File: src/rtl/ofdm_gi_pkg.sv
package ofdm_gi_pkg;

  // Maps an output beat position to the stored sample index.
  // The first g beats are the prefix taken from the tail of the symbol;
  // the rest walk the symbol from index 0.
  function automatic int unsigned src_index(input int unsigned pos,
                                            input int unsigned n,
                                            input int unsigned g);
    return (pos < g) ? (pos + n - g) : (pos - g);
  endfunction

endpackage

File: src/rtl/gi_fill_ctrl.sv
module gi_fill_ctrl #(
  parameter int N_PT = 64,
  localparam int AW = $clog2(N_PT)
) (
  input  logic          clk,
  input  logic          rst_n,
  input  logic          in_valid,
  input  logic          in_first,
  input  logic [1:0]    bank_full,
  output logic          in_ready,
  output logic          wr_en,
  output logic          wr_bank,
  output logic [AW-1:0] wr_addr,
  output logic          fill_done
);

  logic [AW-1:0] cnt_q;
  logic          bank_q;
  logic          last;

  // The bank being filled is busy only when both banks hold pending symbols.
  assign in_ready  = !bank_full[bank_q];
  assign wr_en     = in_valid && in_ready;
  assign wr_bank   = bank_q;
  assign wr_addr   = in_first ? '0 : cnt_q;
  assign last      = (wr_addr == AW'(N_PT - 1));
  assign fill_done = wr_en && last;

  always_ff @(posedge clk) begin
    if (!rst_n) begin
      cnt_q  <= '0;
      bank_q <= 1'b0;
    end else if (wr_en) begin
      if (last) begin
        cnt_q  <= '0;
        bank_q <= !bank_q;
      end else begin
        cnt_q <= wr_addr + AW'(1);
      end
    end
  end

endmodule

File: src/rtl/gi_store.sv
module gi_store #(
  parameter int N_PT = 64,
  parameter int SW   = 12,
  localparam int AW  = $clog2(N_PT)
) (
  input  logic                 clk,
  input  logic                 wr_en,
  input  logic                 wr_bank,
  input  logic [AW-1:0]        wr_addr,
  input  logic signed [SW-1:0] wr_i,
  input  logic signed [SW-1:0] wr_q,
  input  logic                 rd_bank,
  input  logic [AW-1:0]        rd_addr,
  output logic signed [SW-1:0] rd_i,
  output logic signed [SW-1:0] rd_q
);

  logic [2*SW-1:0] bank_word [2];

  for (genvar b = 0; b < 2; b++) begin : g_bank
    logic [2*SW-1:0] mem [N_PT];

    always_ff @(posedge clk) begin
      if (wr_en && (wr_bank == 1'(b))) mem[wr_addr] <= {wr_i, wr_q};
    end

    assign bank_word[b] = mem[rd_addr];
  end

  assign rd_i = bank_word[rd_bank][2*SW-1:SW];
  assign rd_q = bank_word[rd_bank][SW-1:0];

endmodule

File: src/rtl/gi_drain_ctrl.sv
module gi_drain_ctrl
  import ofdm_gi_pkg::*;
#(
  parameter int N_PT   = 64,
  parameter int CP_LEN = 16,
  localparam int TOT = N_PT + CP_LEN,
  localparam int AW  = $clog2(N_PT),
  localparam int PW  = $clog2(TOT)
) (
  input  logic          clk,
  input  logic          rst_n,
  input  logic [1:0]    bank_full,
  input  logic          out_ready,
  output logic          out_valid,
  output logic          out_sos,
  output logic          rd_bank,
  output logic [AW-1:0] rd_addr,
  output logic          drain_done
);

  logic [PW-1:0] pos_q;
  logic          bank_q;
  logic          last;
  logic          fire;

  assign out_valid  = bank_full[bank_q];
  assign out_sos    = out_valid && (pos_q == '0);
  assign rd_bank    = bank_q;
  assign rd_addr    = AW'(src_index(32'(pos_q), N_PT, CP_LEN));
  assign last       = (pos_q == PW'(TOT - 1));
  assign fire       = out_valid && out_ready;
  assign drain_done = fire && last;

  always_ff @(posedge clk) begin
    if (!rst_n) begin
      pos_q  <= '0;
      bank_q <= 1'b0;
    end else if (fire) begin
      if (last) begin
        pos_q  <= '0;
        bank_q <= !bank_q;
      end else begin
        pos_q <= pos_q + PW'(1);
      end
    end
  end

endmodule

File: src/rtl/ofdm_guard_inserter.sv
module ofdm_guard_inserter #(
  parameter int N_PT   = 64,
  parameter int CP_LEN = 16,
  parameter int SW     = 12,
  localparam int AW = $clog2(N_PT)
) (
  input  logic                 clk,
  input  logic                 rst_n,
  input  logic                 in_valid,
  output logic                 in_ready,
  input  logic                 in_first,
  input  logic signed [SW-1:0] in_i,
  input  logic signed [SW-1:0] in_q,
  output logic                 out_valid,
  input  logic                 out_ready,
  output logic                 out_sos,
  output logic signed [SW-1:0] out_i,
  output logic signed [SW-1:0] out_q
);

  logic [1:0]    full_q;
  logic          wr_en, wr_bank, fill_done;
  logic [AW-1:0] wr_addr;
  logic          rd_bank, drain_done;
  logic [AW-1:0] rd_addr;

  gi_fill_ctrl #(.N_PT(N_PT)) u_fill (
    .clk(clk), .rst_n(rst_n), .in_valid(in_valid), .in_first(in_first),
    .bank_full(full_q), .in_ready(in_ready), .wr_en(wr_en),
    .wr_bank(wr_bank), .wr_addr(wr_addr), .fill_done(fill_done)
  );

  gi_store #(.N_PT(N_PT), .SW(SW)) u_store (
    .clk(clk), .wr_en(wr_en), .wr_bank(wr_bank), .wr_addr(wr_addr),
    .wr_i(in_i), .wr_q(in_q), .rd_bank(rd_bank), .rd_addr(rd_addr),
    .rd_i(out_i), .rd_q(out_q)
  );

  gi_drain_ctrl #(.N_PT(N_PT), .CP_LEN(CP_LEN)) u_drain (
    .clk(clk), .rst_n(rst_n), .bank_full(full_q), .out_ready(out_ready),
    .out_valid(out_valid), .out_sos(out_sos), .rd_bank(rd_bank),
    .rd_addr(rd_addr), .drain_done(drain_done)
  );

  // Occupancy flag per bank: set when the fill side completes it,
  // cleared when the drain side has sent its last beat.
  for (genvar b = 0; b < 2; b++) begin : g_full
    always_ff @(posedge clk) begin
      if (!rst_n)                              full_q[b] <= 1'b0;
      else if (fill_done && wr_bank == 1'(b))  full_q[b] <= 1'b1;
      else if (drain_done && rd_bank == 1'(b)) full_q[b] <= 1'b0;
    end
  end

endmodule

File: config.mk
export PLATFORM = sky130hd
export DESIGN_NAME = ofdm_guard_inserter
export DESIGN_NICKNAME = d
export VERILOG_FILES = /design/src/rtl/ofdm_gi_pkg.sv /design/src/rtl/gi_fill_ctrl.sv /design/src/rtl/gi_store.sv /design/src/rtl/gi_drain_ctrl.sv /design/src/rtl/ofdm_guard_inserter.sv
export SDC_FILE = /design/constraint.sdc
export NUM_CORES = 2
export LEC_CHECK = 0
export BUFFER_PORTS_ARGS = -buffer_cell sky130_fd_sc_hd__buf_2
export CAP_MARGIN = 10
export CORE_UTILIZATION = 65
export DETAILED_ROUTE_END_ITERATION = 7
export PLACE_DENSITY_LB_ADDON = 0.12
export SLEW_MARGIN = 20
export SYNTH_ARGS = -nofsm -noshare
export SYNTH_HDL_FRONTEND = slang
export SYNTH_SLANG_ARGS = --single-unit
File: constraint.sdc
create_clock -name clk -period 5.9 [get_ports clk]
set_input_delay 1.18 -clock clk [delete_from_list [all_inputs] [get_ports clk]]
set_output_delay 1.18 -clock clk [all_outputs]
set_load 0.01 [all_outputs]
# --- After elaboration in Yosys (flattened, before gate mapping) ---
# Memory sizes are Yosys's and may differ from the RTL's.
# Index checks and enable logic that the tools add are counted.
word_totals:
  output_inout_bits: 27
  register_bits: 17
  wordCells: 60
  inputBits: 29
  n_memories: 2
  ram_bits: 3072
op_classes:
  addsub: 5
  muxes: 19
  n_eq_ne: 2
  order_cmp: 4
  n_reduce_logical: 19
  n_bitwise: 3
memory_table:
  columns: ["name", "words", "word_bits", "read_ports", "rd_ports_with_merged_regs", "write_ports", "line_no", "text"]
  rows:
  - ["u_store.g_bank[0].mem", 64, 24, 1, 0, 1, "gi_store.sv:21", "logic [2*SW-1:0] mem [N_PT];"]
  - ["u_store.g_bank[1].mem", 64, 24, 1, 0, 1, "gi_store.sv:21", null]
ops:
  columns: ["operator", "count"]
  rows:
  - ["$mux 24", 3]
  - ["$mux 6", 3]
  - ["$add 6x1->6 const B", 2]
  - ["$mux 1", 12]
  - ["$sub 6x5->6 const B", 2]
  - ["$logic_and 1x1->1", 11]
  - ["$add 7x1->7 const B", 1]
  - ["$eq 7x7->1 const B", 1]
  - ["$logic_not 7->1", 1]
  - ["$lt 7x5->1 const B", 1]
  - ["$mux 7", 1]
  - ["$eq 6x6->1 const B", 1]
  - ["$lt 1x2->1 const B", 2]
  - ["$reduce_and 2->1", 2]
  - ["$reduce_bool 2->1", 2]
  - ["$logic_not 1->1", 3]
  - ["$ge 2x2->1 const B", 1]
  - ["$not 1->1", 2]
  - ["$not 1->2", 1]

# --- Longest topological paths before layout ---
logic_depth:
  word_depth: 7
  ltp_mapped: 13
  depth_no_buf: 8

# --- Modules after synthesis ---
# Synthesis repeated with hierarchy kept, for this count alone.
hier_totals:
  cells_unflattened: 4646
  area_unflattened_um2: 117919.3
by_module_without_submodules:
  columns: ["module", "area_each_um2", "instances", "cells_per_inst"]
  rows:
  - ["gi_store", 116927.1, 1, 4521]
  - ["gi_drain_ctrl", 488.0, 1, 61]
  - ["gi_fill_ctrl", 422.9, 1, 55]
  - ["ofdm_guard_inserter", 81.3, 1, 9]

# --- Least setup slack after synthesis ---
# Ideal clock, no wire load.
synth_path:
  kind: "register to output"
  startpoint: "register u_drain.pos_q[4]"
  endpoint: "output out_i[9]"
  stages_incl_launch_ff: 13
  path_slack_ns: 2.104
  path_buffers: 4
  t_arrival_ns: 2.616
  cell_sequence: "dfxtp_1 > clkbuf_1 > inv_2 > buf_2 > clkbuf_1 > ha_1 > or2_2 > clkbuf_1 > a221oi_1 > o21ai_0 > o211ai_1 > a221oi_1 > a31oi_1"
synth_via:
  elab_chain_len: 7
  word_cells_on_any_way: 10
synth_lines:
  columns: ["item", "line_no", "text"]
  rows:
  - ["start: declaration", "gi_drain_ctrl.sv:21", "logic [PW-1:0] pos_q;"]
  - ["start signal: assignment", "gi_drain_ctrl.sv:43", "pos_q <= pos_q + PW'(1);"]
  - ["$add 6x1->6", "ofdm_gi_pkg.sv:9", "return (pos < g) ? (pos + n - g) : (pos - g);"]
  - ["$sub 6x5->6", "ofdm_gi_pkg.sv:9", null]
  - ["$mux 6 (*)", "ofdm_gi_pkg.sv:9", null]
  - ["$mem_v2 64x24", null, null]
  - ["$mux 24 (not written as such) (*) (3 in a row)", "gi_store.sv:30", "assign rd_i = bank_word[rd_bank][2*SW-1:SW];"]
  - ["end: declaration", "ofdm_guard_inserter.sv:17", "output logic signed [SW-1:0] out_i,"]
# Every way passes the cells marked *; elsewhere a longest branch is shown, timed or not. The select of a mux whose other input is x is not followed.

# --- Worst setup path after layout ---
layout_path:
  startpoint: "register u_drain.pos_q[1]"
  endpoint: "output out_i[11]"
# Same word-level chain as after synthesis.

==> report_table.html <==
<table>
<tr><th>Metric</th><th>Value</th></tr>
<tr><th colspan="2">Pwr</th></tr>
<tr><td>Cell Pwr Density</td><td>325.4 nW/um^2</td></tr>
<tr><td>Max IR drop VDD</td><td>0.3340 mV</td></tr>
<tr><td>Static leakage</td><td>41.31 nW</td></tr>
<tr><th colspan="2">Setup path</th></tr>
<tr><td>Required time at the endpoint of the critical path</td><td>4.72 ns</td></tr>
<tr><td>Register-to-register setup slack</td><td>2.11 ns</td></tr>
<tr><td>Data arrival time of the critical path</td><td>4.78 ns</td></tr>
<tr><td>Reg2Reg Launch Point</td><td>u_fill.wr_bank</td></tr>
<tr><td>CP Class</td><td>flip-flop to primary output</td></tr>
<tr><td>Worst setup path startpoint</td><td>u_drain.pos_q[1]</td></tr>
<tr><td>Worst-path maximum fanout</td><td>between 40 and 50</td></tr>
<tr><td>Worst Setup Start Kind</td><td>flip-flop</td></tr>
<tr><td>Critical path endpoint</td><td>out_i[11]</td></tr>
<tr><td>Worst setup EP type</td><td>primary output</td></tr>
<tr><td>Reg-to-Reg End</td><td>u_store.g_bank[0].mem[27][23]</td></tr>
<tr><td>Depth of the most critical reg-to-reg path</td><td>4</td></tr>
<tr><th colspan="2">Clock tree</th></tr>
<tr><td>Clock tree sinks</td><td>3089</td></tr>
<tr><td>Post-cts hold buffer count</td><td>0</td></tr>
<tr><td>TritonCTS clock tree</td><td>built</td></tr>
<tr><td>Clock Pin Slew Worst Setup and Hold Paths</td><td>0.06 ns</td></tr>
<tr><td>Cell chosen for the clock root</td><td>sky130_fd_sc_hd__clkbuf_16</td></tr>
<tr><td>Number of H-tree levels</td><td>5</td></tr>
<tr><td>Clock insertion delay at the later pin of the skew report</td><td>0.93 ns</td></tr>
<tr><td>Max Root-Sink Buffers</td><td>4</td></tr>
<tr><td>CTS buffer count</td><td>314</td></tr>
<tr><th colspan="2">Placed design</th></tr>
<tr><td>HPWL Detailed</td><td>198.5 mm</td></tr>
<tr><td>Placed cell area</td><td>124200 sq um</td></tr>
<tr><td>Routability Congestion</td><td>0.9279</td></tr>
<tr><td>Number of buffers inserted by port buffering</td><td>55</td></tr>
<tr><td>Post-Place Cells</td><td>roughly 8000</td></tr>
<tr><th colspan="2">Timing</th></tr>
<tr><td>Pins Over Slew Limit</td><td>0</td></tr>
<tr><td>Post-route worst setup slack</td><td>-0.06287 ns</td></tr>
<tr><td>Max-Slew Margin vs Limit</td><td>20.96%</td></tr>
<tr><td>Maximum clock rate</td><td>between 150 and 200 MHz</td></tr>
<tr><td>Minimum clock period</td><td>~6.0 ns</td></tr>
<tr><td>Final critical-path share of the clock period</td><td>101.1%</td></tr>
<tr><td>Total setup violations reported at the end of the flow</td><td>3</td></tr>
<tr><td>Measured slew at the worst slew-check pin</td><td>1.186 ns</td></tr>
<tr><td>Clock Skew</td><td>0.03779 ns</td></tr>
<tr><td>Hold WS</td><td>0.5073 ns</td></tr>
<tr><td>Number of endpoints with negative hold slack in the final report</td><td>0</td></tr>
<tr><th colspan="2">Global routing</th></tr>
<tr><td>All-Layer GR Usage</td><td>37.55%</td></tr>
<tr><td>Pin count of the biggest net entering global routing</td><td>94</td></tr>
<tr><td>Antenna violations before repair</td><td>27</td></tr>
<tr><td>GRT overflow</td><td>0</td></tr>
<tr><td>Via count of the first global-routing pass</td><td>60300</td></tr>
<tr><td>Global-route wire length before repair</td><td>473.3 mm</td></tr>
<tr><th colspan="2">Logic synthesis</th></tr>
<tr><td>Top cells by count, synth</td><td>3072 x sky130_fd_sc_hd__edfxtp_1, 638 x sky130_fd_sc_hd__mux4_2, 281 x sky130_fd_sc_hd__mux2i_1, 208 x sky130_fd_sc_hd__nor2_1, 175 x sky130_fd_sc_hd__nand2_1</td></tr>
<tr><td>Cell type with the largest total area after synthesis</td><td>sky130_fd_sc_hd__edfxtp_1</td></tr>
<tr><td>Most frequently used cell type in the post-synthesis netlist</td><td>sky130_fd_sc_hd__edfxtp_1</td></tr>
<tr><td>Post-synthesis sequential area ratio</td><td>a little under 80%</td></tr>
<tr><td>Average footprint of a synthesized cell</td><td>21.89 sq um</td></tr>
<tr><td>Count of unique library cells instantiated by Yosys</td><td>75</td></tr>
<tr><td>Synthesized area</td><td>~120000 sq um</td></tr>
<tr><td>Synth async-reset ratio</td><td>0%</td></tr>
<tr><td>Warnings from Yosys</td><td>0</td></tr>
<tr><td>Dominant register cell in the synthesized netlist</td><td>sky130_fd_sc_hd__edfxtp_1</td></tr>
<tr><td>Number of enable flip-flop cells after synthesis</td><td>roughly 3000</td></tr>
<tr><td>Net count after synthesis</td><td>between 5000 and 6000</td></tr>
<tr><td>Number of register bits inferred by synthesis</td><td>3089</td></tr>
<tr><td>Cell count after synthesis</td><td>5446</td></tr>
<tr><td>Fraction of post-synthesis cell area in the top cell type by area</td><td>between 70% and 80%</td></tr>
<tr><td>Leading cell types by total area after synthesis</td><td>sky130_fd_sc_hd__edfxtp_1 77%, sky130_fd_sc_hd__mux4_2 12%, sky130_fd_sc_hd__mux2i_1 2.4%</td></tr>
<tr><th colspan="2">Run status</th></tr>
<tr><td>Failing checks</td><td>negative setup slack</td></tr>
<tr><td>Result of the run</td><td>complete, but fails checks</td></tr>
<tr><th colspan="2">Detailed routing</th></tr>
<tr><td>Vias per Instance</td><td>7.385</td></tr>
<tr><td>Total DRC errors in the routed layout</td><td>0</td></tr>
<tr><td>Avg WL per Cell</td><td>approximately 40 um</td></tr>
<tr><td>First-iteration detailed-routing DRC count</td><td>around 11000</td></tr>
<tr><td>Initial DRT Pass Iterations</td><td>6</td></tr>
<tr><td>Detailed-route via count</td><td>62830</td></tr>
<tr><td>Number of antenna-violating nets in the routed design</td><td>0</td></tr>
<tr><td>Total Wirelength</td><td>between 300 and 400 mm</td></tr>
<tr><th colspan="2">Cells and area</th></tr>
<tr><td>Fraction of final layout cells sized beyond drive strength 1</td><td>27.42%</td></tr>
<tr><td>Final nets</td><td>~6000</td></tr>
<tr><td>Multi-input logic area</td><td>24910 sq um</td></tr>
<tr><td>Area added between synthesis and finish</td><td>12.39%</td></tr>
<tr><td>Filler Cells Inserted</td><td>10110</td></tr>
<tr><td>Area occupied by registers</td><td>a little over 90000 sq um</td></tr>
<tr><td>Final Cell Area</td><td>approximately 130000 sq um</td></tr>
<tr><td>Final instance count without filler cells</td><td>8507</td></tr>
<tr><th colspan="2">Die</th></tr>
<tr><td>Die width</td><td>~430 um</td></tr>
<tr><td>I/O pin count</td><td>between 50 and 60</td></tr>
<tr><td>Initial core utilization</td><td>65.67%</td></tr>
<tr><td>Die Y-Extent</td><td>430.2 um</td></tr>
<tr><td>Overall die area</td><td>around 190000 sq um</td></tr>
<tr><td>Number of cell rows</td><td>156</td></tr>
<tr><td>Core box area</td><td>181500 sq um</td></tr>
<tr><th colspan="2">Run</th></tr>
<tr><td>Max-cap check violation count</td><td>0</td></tr>
<tr><th colspan="2">Hold path</th></tr>
<tr><td>Hold Crit Class</td><td>flip-flop to flip-flop</td></tr>
</table>
## registers in the layout, indices dropped and copies added, names as in the netlist
name / flops
u_store.g_bank.mem: 3072
u_drain.pos_q: 7
u_fill.cnt_q: 6
full_q: 2
u_drain.rd_bank: 1
u_fill.wr_bank: 1
## cells by family (layout without fill, tap and decap cells)
group | after synthesis | count (layout) | share of synthesized area [%]
mux | 970 | 970 | 15.34
buf+inv | 317 | 999 | 1.832
xor+xnor | 8 | 8 | 0.05878
fa+ha+maj | 5 | 5 | 0.05248
simple gates | 523 | 523 | 1.886
compound gates | 534 | 534 | 3.159
flops | 3089 | 3089 | 77.67
other cells | 0 | 9 | 0
## power breakdown
part	internal (mW)	switching (mW)
Combinational	0.0439	0.441
Clock	10.9	8.08
Sequential	24.1	0.00586
Total	35.1	8.53
## layout make-up
| cell class | count | area share, % |
|---|---|---|
| antenna | 9 | 0.01681 |
| clock buffer | 382 | 6.174 |
| clock inverter | 157 | 0.9759 |
| inverter | 12 | 0.03922 |
| multi-input combinational | 2040 | 18.59 |
| sequential | 3089 | 69.12 |
| tap | 2370 | 2.213 |
| timing repair buffer | 448 | 2.867 |
## critical path, stage by stage, from the launching register on
cell and delay [ns]:
sky130_fd_sc_hd__dfxtp_4 0.71, sky130_fd_sc_hd__buf_12 0.38, sky130_fd_sc_hd__buf_12 0.34, sky130_fd_sc_hd__mux4_2 0.36
sky130_fd_sc_hd__mux2i_1 0.34, sky130_fd_sc_hd__nor2_1 0.07, sky130_fd_sc_hd__o22ai_1 0.51, sky130_fd_sc_hd__a2111oi_2 0.27
sky130_fd_sc_hd__buf_4 0.20, sky130_fd_sc_hd__a311o_1 0.41, sky130_fd_sc_hd__buf_2 0.20
## worst min path at each step
stage                end  slack, ns  cells after the start      start
2_1_floorplan  full_q[0]       0.48                      2  full_q[0]
3_5_place_dp   full_q[0]       0.50                      2  full_q[0]
6_report       full_q[0]       0.51                      2  full_q[0]
5_1_grt        full_q[1]       0.58                      3   in_valid
4_1_cts        full_q[0]       0.51                      2  full_q[0]
3_3_place_gp   full_q[0]       0.51                      2  full_q[0]
## routing by layer
metal | wire [um] | part of all wire [%] | GRT usage [%] | vias up
met3 | 46570 | 14 | 10.41 | 921
li1 | - | - | - | 23950
met5 | 151 | 0.044 | 0.05204 | -
met1 | 117700 | 34 | 51.49 | 32810
met4 | 20520 | 6.0 | 19.65 | 22
met2 | 159300 | 46 | 56.06 | 5124
## stage by stage
| step | total power [mW] | setup TNS, ns | setup slack (ns) | utilization (%) |
|---|---|---|---|---|
| after floorplan | 24.65 | 0 | 2.104 | - |
| after global placement | 25.05 | 0 | 0.4279 | 68.38 |
| after detailed placement | 25.08 | 0 | 0.5324 | 68.40 |
| after CTS | 43.64 | 0 | 0.01040 | 73.76 |
| after global routing | 44.44 | -0.001745 | -0.001745 | 73.80 |
| final | 43.60 | -0.1218 | -0.06287 | 73.81 |
## repair_timing
action	in CTS	in global routing
buffers inserted	6	0
resized for setup	12	1
pin swaps	0	0
setup endpoints to repair	9	1
## cells in the final DEF, fill, tap and decap left out, drive strengths merged, types with 13 or more instances in the layout
cell type,netlist,layout
a2111oi,18,18
a211o,16,16
a211oi,46,46
a21oi,87,87
a221oi,21,21
a22o,16,16
a22oi,78,78
a31oi,16,16
buf,216,448
bufinv,0,22
clkbuf,85,382
clkinv,2,121
dfxtp,17,17
edfxtp,3072,3072
inv,10,16
mux2,16,16
mux2i,281,281
mux4,673,673
nand2,175,175
nand3,51,51
nor2,209,209
nor2b,13,13
nor3,20,20
o21ai,59,59
o221ai,50,50
o22ai,69,69
(Power assumes the default switching activity.)
